==> src/rtl/tfb_pkg.sv <==
package tfb_pkg;

    typedef enum logic [1:0] {
        OWN_NONE  = 2'd0,
        OWN_LEFT  = 2'd1,
        OWN_RIGHT = 2'd2
    } owner_e;

    // Request latches are active low: 0 = request present.
    typedef struct packed {
        logic   req_l;
        logic   req_r;
        owner_e owner;
    } cell_t;

endpackage

==> src/rtl/tfb_cell.sv <==
module tfb_cell
    import tfb_pkg::*;
(
    input  logic clk,
    input  logic rst_n,
    input  logic wr_l,
    input  logic bit_l,
    input  logic wr_r,
    input  logic bit_r,
    output logic flag_l_n,
    output logic flag_r_n
);

    cell_t s_d, s_q;

    always_comb begin
        s_d = s_q;
        if (wr_l) s_d.req_l = bit_l;
        if (wr_r) s_d.req_r = bit_r;
        case (s_q.owner)
            OWN_LEFT:  if (s_d.req_l) s_d.owner = s_d.req_r ? OWN_NONE : OWN_RIGHT;
            OWN_RIGHT: if (s_d.req_r) s_d.owner = s_d.req_l ? OWN_NONE : OWN_LEFT;
            default: begin
                if (!s_d.req_l)      s_d.owner = OWN_LEFT;
                else if (!s_d.req_r) s_d.owner = OWN_RIGHT;
                else                 s_d.owner = OWN_NONE;
            end
        endcase
        if (!rst_n) begin
            s_d.req_l = 1'b1;
            s_d.req_r = 1'b1;
            s_d.owner = OWN_NONE;
        end
    end

    always_ff @(posedge clk) s_q <= s_d;

    assign flag_l_n = (s_q.owner != OWN_LEFT);
    assign flag_r_n = (s_q.owner != OWN_RIGHT);

    // Owner encoding never takes the unused value
    p_owner_legal_r2: assert property (@(posedge clk) disable iff (!rst_n)
        s_q.owner != 2'd3);

    // An owner always holds its own request
    p_owner_holds_req_r11: assert property (@(posedge clk) disable iff (!rst_n)
        ((s_q.owner == OWN_LEFT) |-> !s_q.req_l) and ((s_q.owner == OWN_RIGHT) |-> !s_q.req_r));

    // A non-owner request cannot take an owned flag
    p_blocked_r4: assert property (@(posedge clk) disable iff (!rst_n)
        (s_q.owner == OWN_LEFT && !wr_l && wr_r && !bit_r) |=> (s_q.owner == OWN_LEFT));

    // Release with pending opposite request hands over at once
    p_handoff_r5: assert property (@(posedge clk) disable iff (!rst_n)
        (s_q.owner == OWN_RIGHT && wr_r && bit_r && !wr_l && !s_q.req_l) |=> (s_q.owner == OWN_LEFT));

    // Same-edge tie on a free flag goes to the left
    p_tie_left_r7: assert property (@(posedge clk) disable iff (!rst_n)
        (s_q.owner == OWN_NONE && wr_l && !bit_l) |=> (s_q.owner == OWN_LEFT));

endmodule

==> src/rtl/tfb_rd_port.sv <==
module tfb_rd_port #(
    parameter int DATA_W = 8
) (
    input  logic              clk,
    input  logic              rst_n,
    input  logic              sel_n,
    input  logic              oe_n,
    input  logic              flag_n,
    output logic [DATA_W-1:0] rdata,
    output logic              rvalid
);

    typedef struct packed {
        logic              active;
        logic [DATA_W-1:0] data;
    } rd_t;

    rd_t r_d, r_q;
    logic access;

    assign access = !sel_n && !oe_n;

    always_comb begin
        r_d = r_q;
        if (!access) begin
            r_d.active = 1'b0;
            r_d.data   = '0;
        end else if (!r_q.active) begin
            r_d.active = 1'b1;
            r_d.data   = {DATA_W{flag_n}};
        end
        if (!rst_n) r_d = '0;
    end

    always_ff @(posedge clk) r_q <= r_d;

    assign rdata  = r_q.data;
    assign rvalid = r_q.active;

    // Held value stays frozen while the access continues
    p_hold_r9: assert property (@(posedge clk) disable iff (!rst_n)
        (rvalid && access) |=> $stable(rdata));

    // Idle access clears data and valid
    p_idle_r10: assert property (@(posedge clk) disable iff (!rst_n)
        !access |=> (!rvalid && rdata == '0));

    // Read data is always a uniform word
    p_uniform_r3: assert property (@(posedge clk) disable iff (!rst_n)
        (rdata == '0) || (rdata == '1));

endmodule

==> src/rtl/token_flag_bank.sv <==
module token_flag_bank #(
    parameter int NUM_FLAGS = 8,
    parameter int DATA_W    = 8,
    localparam int ADDR_W   = $clog2(NUM_FLAGS)
) (
    input  logic              clk,
    input  logic              rst_n,
    input  logic              l_sel_n,
    input  logic [ADDR_W-1:0] l_addr,
    input  logic              l_wr,
    input  logic              l_oe_n,
    input  logic [DATA_W-1:0] l_wdata,
    output logic [DATA_W-1:0] l_rdata,
    output logic              l_rvalid,
    input  logic              r_sel_n,
    input  logic [ADDR_W-1:0] r_addr,
    input  logic              r_wr,
    input  logic              r_oe_n,
    input  logic [DATA_W-1:0] r_wdata,
    output logic [DATA_W-1:0] r_rdata,
    output logic              r_rvalid
);

    logic [NUM_FLAGS-1:0] fl_n, fr_n;
    logic l_wen, r_wen;

    assign l_wen = !l_sel_n && l_wr;
    assign r_wen = !r_sel_n && r_wr;

    for (genvar i = 0; i < NUM_FLAGS; i++) begin : g_cell
        tfb_cell u_cell (
            .clk      (clk),
            .rst_n    (rst_n),
            .wr_l     (l_wen && (l_addr == ADDR_W'(i))),
            .bit_l    (l_wdata[0]),
            .wr_r     (r_wen && (r_addr == ADDR_W'(i))),
            .bit_r    (r_wdata[0]),
            .flag_l_n (fl_n[i]),
            .flag_r_n (fr_n[i])
        );
    end

    tfb_rd_port #(.DATA_W(DATA_W)) u_rd_l (
        .clk    (clk),
        .rst_n  (rst_n),
        .sel_n  (l_sel_n),
        .oe_n   (l_oe_n),
        .flag_n (fl_n[l_addr]),
        .rdata  (l_rdata),
        .rvalid (l_rvalid)
    );

    tfb_rd_port #(.DATA_W(DATA_W)) u_rd_r (
        .clk    (clk),
        .rst_n  (rst_n),
        .sel_n  (r_sel_n),
        .oe_n   (r_oe_n),
        .flag_n (fr_n[r_addr]),
        .rdata  (r_rdata),
        .rvalid (r_rvalid)
    );

    // A flag is never owned by both sides at once
    p_single_owner_r7: assert property (@(posedge clk) disable iff (!rst_n)
        (~fl_n & ~fr_n) == '0);

endmodule

==> config.mk <==
export PLATFORM = sky130hd
export DESIGN_NAME = token_flag_bank
export DESIGN_NICKNAME = d
export VERILOG_FILES = /design/src/rtl/tfb_pkg.sv /design/src/rtl/tfb_cell.sv /design/src/rtl/tfb_rd_port.sv /design/src/rtl/token_flag_bank.sv
export SDC_FILE = /design/constraint.sdc
export NUM_CORES = 1
export LEC_CHECK = 0
export ABC_AREA = 1
export BUFFER_PORTS_ARGS = -buffer_cell sky130_fd_sc_hd__buf_2
export CAP_MARGIN = 20
export CORE_MARGIN = 2
export CORE_UTILIZATION = 37
export DETAILED_ROUTE_END_ITERATION = 16
export PLACE_DENSITY = 0.54
export SYNTH_ARGS = -nofsm -noshare
export SYNTH_HDL_FRONTEND = slang
export SYNTH_HIERARCHICAL = 1
export SYNTH_SLANG_ARGS = --single-unit
==> constraint.sdc <==
create_clock -name clk -period 1.55 [get_ports clk]
set_clock_uncertainty 0.05 [all_clocks]
set_input_delay 0.2325 -clock clk [delete_from_list [all_inputs] [get_ports clk]]
set_output_delay 0.2325 -clock clk [all_outputs]
set_load 0.01 [all_outputs]
-- Word level (Yosys, flattened, before mapping)
Cells that the tools add are included.
- magnitude comparators: 2
- equality and inequality tests: 62
- mux-type cells: 68
- reductions and logical operators: 36
- operators by type and width (cell ; count):
    $mux 2 ; 32
    $ne 2x2->1 const B ; 24
    $pmux 2 s2 ; 8
    $mux 1 ; 26
    $eq 3x3->1 const B ; 8
    $logic_and 1x1->1 ; 20
    $reduce_and 2->1 ; 10
    $eq 2x1->1 const B ; 8
    $eq 2x2->1 const B ; 8
    $ne 2x1->1 const B ; 8
    $eq 3x2->1 const B ; 4
    $lt 3x4->1 const B ; 2
    $bmux 1 s3 ; 2
    $eq 3x1->1 const B ; 2
    $logic_not 3->1 ; 2
    $logic_not 1->1 ; 4
- register bits after elaboration: 36
- output and inout bits: 18
- logic and storage cells: 196

-- Longest topological paths before layout
- depth in word-level cells: 7
- mapped depth: 13
- mapped depth without buffers: 13

-- Modules after synthesis
The synthesis kept the hierarchy.
- by module, submodules not included (module ; times used ; cells an instance ; area each (um^2) ; seq. area each (um^2)):
    tfb_cell ; 8 ; 36 ; 242.7 ; 80.1
    token_flag_bank ; 1 ; 80 ; 300.3 ; 0.0
    tfb_rd_port ; 2 ; 18 ; 126.4 ; 40.0

-- Worst setup path before layout
No wires, ideal clock.
- path type: reg2reg
- start: reg g_cell[7].u_cell/s_q[0] in the netlist's numbering
- end: reg, netlist name u_rd_r/rdata[0]
- setup time: 64 ps
- arrival: 1102 ps
- data required time: 1436 ps
- slack: 334 ps
- stages on the path, launching flop included: 14
- path through: dfxtp_1 -> inv_1 -> ha_1 -> inv_1 -> nand2_1 -> nand2_1 -> nand2_1 -> nand2_1 -> nand2_1 -> nand2_1 -> inv_1 -> nor2_1 -> nor2_1 -> nor2_1
- word-level cells in the longest chain between the ends: 3
- ends and longest elaborated chain (what ; RTL line ; source):
    from (decl) ; tfb_cell.sv:14 ; cell_t s_d, s_q;
    from (signal assigned) ; tfb_cell.sv:36 ; always_ff @(posedge clk) s_q <= s_d;
    $ne 2x2->1 ; tfb_cell.sv:39 ; assign flag_r_n = (s_q.owner != OWN_RIGHT);
    named net fr_n[7] ; token_flag_bank.sv:24 ; logic [NUM_FLAGS-1:0] fl_n, fr_n;
    $bmux 1 s3 ; token_flag_bank.sv:58 ; .flag_n (fr_n[r_addr]),
    $mux 1 (implied by the code) ; token_flag_bank.sv:58 ;
The timed path passes the listed nets, and every way through them passes these cells. The select of a mux whose other input is x is not followed.
A chain may end at the register's enable or synchronous reset.

-- Worst setup path after layout
- start: reg g_cell[2].u_cell/s_q[0] in the netlist's numbering
- end: reg, netlist name u_rd_r/rdata[0]
- word-level cells in the longest chain between the ends: 3
- ends and longest elaborated chain (what ; RTL line):
    from (decl) ; tfb_cell.sv:14
    from (signal assigned) ; tfb_cell.sv:36
    $ne 2x2->1 ; tfb_cell.sv:39
    named net fr_n[2] ; token_flag_bank.sv:24
    $bmux 1 s3 ; token_flag_bank.sv:58
    $mux 1 (implied by the code) ; token_flag_bank.sv:58
The timed path passes the listed nets, and every way through them passes these cells. The select of a mux whose other input is x is not followed.

==> flow_summary.ini <==
[logic_synthesis]
syn-instance-count = 404
ys_ff_latch = 36
syn_area_mm2 = 0.002495
yosysWarnings = 6
avgSynthCellArea_um2 = 6.175
synth_fp_nets = 450
yosysSeqAreaShare = 0.2889
netlist-cell-type-count = 11

[setup_path]
worst_path_dominant_cell_family = simple AND/OR/NAND/NOR gates
start_kind = register
end_kind = register
cp.arrival_ps = 1580
cpMaxStageDelayCell = dfxtp_1
criticalPathCategory = reg2reg
slowest_delay_ps = 350
crit_required_ps = 1730
crit_buf_inv = 3
cp_cell_sequence = inv_1 -> ha_1 -> inv_1 -> nand2_1 -> nand2_1 -> nand2_1 -> nand2_1 -> nand2_1 -> nand2_1 -> inv_1 -> nor2_1 -> nor2_1 -> nor2_1
crit_fanout = 2
path_common_cell = nand2_1

[cts]
htreeDepth = 2
clock_latency_ps = 290
cts_tree = yes
cts_hold_buf = 0
clock-sinks = 36
clockBufferDepth = 2
clk_pin_slew_worst_paths_ps = 70
cts_root_buffer = clkbuf_8
cts_inserted_buffers = 5
cts_setup_buffers = 0

[timing]
min_period_over_period = 0.9021
setup_ws_ps = 151.8
fmax_mhz = 715.2
rsz0062_at_grt = false
relSlewSlack = 0.8655
tightest_slew_ps = 201.8
setup-tns-final_ps = 0
fin_crit_ps = 1398
final-max-slew-violation-count = 0
hold_viol_final = 0
setup_viol = 0

[global_routing]
grt_pass1_wl_mm = 8.983
grt_pass1_vias = 2104
grt_overflow = 0
grt_antenna_before_repair = 0
track_usage = 0.1531
grt_start_max_net_pins = 35

[power]
swShare = 0.2779
switchingPower_uw = 542.9
powerDensity_mw_per_mm2 = 707.5
ir_worst_vdd_mv = 0.2835
combPwrFrac = 0.144
finalPower_mw = 1.954
power_frac_seq = 0.492
pwr-share-clk = 0.365
leakage_nw = 1.393
intPower_mw = 1.411

[routing]
dr_total_vias = 2240
drt_wl_total_mm = 5.256
postRouteAntennaNets = 0
drtIter0Drc = 91
first_pass_iters = 4
route.detailed.drc = 0
viasPerCell = 4.401
detail_route.wl_per_cell_um = 10.33

[layout]
nets = 477
seq_area_um2 = 720.7
final_cells = 509
area_delta_synth_final_pct = 10.68
antennaDiodeCount = 0
multi_input_area_mm2 = 0.001406
nFillCells = 691
layout-drive-gt1-share = 0.1968

[place]
place_inst = 501
gp_routability_congestion = 0.8110
port_buffers = 33
place_ws_ps = 45.20
dpl.hpwl_mm = 4.040

[outcome]
status = complete, no violations

[die]
die_x_um = 86.12
die_h_um = 86.12
coreArea_mm2 = 0.006422
core.rowCount = 29
initial_utilization = 0.3885
die-area_mm2 = 0.007416
ios = 48

[min_path]
worstHoldPathType = in2reg

[flow_run]
maxCapViolCount = 0
-- routing by layer --
metal / wire length, um / track usage / part of all wire / vias up
met5: 0 / 0 / 0 / -
met4: 55 / 0.05195 / 0.010 / 0
met3: 228 / 0.03754 / 0.043 / 4
met2: 2313 / 0.2509 / 0.44 / 37
met1: 2658 / 0.1961 / 0.51 / 953
li1: - / - / - / 1246
-- final timing paths --
path,from,endpoint,slack (ps),depth (start not counted)
max,g_cell[2].u_cell/s_q[0],u_rd_r/rdata[0],150,13
min,r_oe_n,u_rd_r/rvalid,140,4
max reg2reg,g_cell[2].u_cell/s_q[0],u_rd_r/rdata[0],150,13
min reg2reg,g_cell[5].u_cell/s_q[2],g_cell[5].u_cell/s_q[2],430,2
-- stage by stage --
stage | utilization | hold WS, ps | instance area, um2
after floorplan | - | 266.7 | 2495
after global placement | 0.4159 | 412.4 | 2671
after detailed placement | 0.4159 | 414.5 | 2671
after CTS | 0.4300 | 129.8 | 2761
after global routing | 0.4300 | 179.8 | 2761
final | 0.4300 | 136.3 | 2761
-- worst register-to-register path: stages (launching register included) --
cell	delay, ps
dfxtp_1	350
inv_1	60
ha_1	220
inv_1	100
nand2_1	60
nand2_1	60
nand2_1	50
nand2_1	70
nand2_1	50
nand2_1	50
inv_1	40
nor2_1	70
nor2_1	40
nor2_1	70
-- flip-flops by register name, indices dropped and copies added, names as in the netlist --
name	flops
u_rd_l/rvalid	1
g_cell.u_cell/s_q	32
u_rd_l/rdata	1
u_rd_r/rdata	1
u_rd_r/rvalid	1
-- cell families after synthesis --
logic type / Yosys count / synth area share
and+or+nand+nor: 260 / 0.4674
buffers and inverters: 84 / 0.1474
DFF: 36 / 0.2889
adders and majority gates: 16 / 0.08024
AOI/OAI and AO/OA: 8 / 0.01605
-- Yosys cell counts (all sizes together) --
library cell	n	area, um2
a21oi	8	40.04
buf	14	105.1
dfxtp	36	720.7
ha	16	200.2
inv	70	262.8
nand2	146	608.1
nand3	40	280.3
nor2	74	277.8
-- layout make-up --
cell class	instances	share of cell area
Multi-Input combinational cell	284	0.5093
Sequential cell	36	0.2610
Inverter	70	0.09515
Timing Repair Buffer	34	0.06706
Tap cell	77	0.03489
Clock buffer	8	0.03262
-- placed cells by master (no fill, tap or decap), drive strengths merged --
master	instances
a21oi	8
buf	34
clkbuf	8
dfxtp	36
ha	16
inv	70
nand2	146
nand3	40
nor2	74
-- power groups by stage --
| stage | logic, mW | clock network, mW | registers [mW] |
|---|---|---|---|
| 3_5_place_dp | 0.283 | 0 | 0.983 |
| 3_3_place_gp | 0.279 | 0 | 0.982 |
| 6_report | 0.281 | 0.712 | 0.961 |
| 2_1_floorplan | 0.191 | 0 | 0.983 |
| 4_1_cts | 0.284 | 0.744 | 0.961 |
| 5_1_grt | 0.325 | 0.778 | 0.963 |
-- timing repair --
action / in CTS / in global routing
gates resized for setup: 0 / 3
hold endpoints to repair: 0 / 0
endpoints found under the setup margin: 0 / 2
Note: power is estimated with default switching activity, not from simulation.
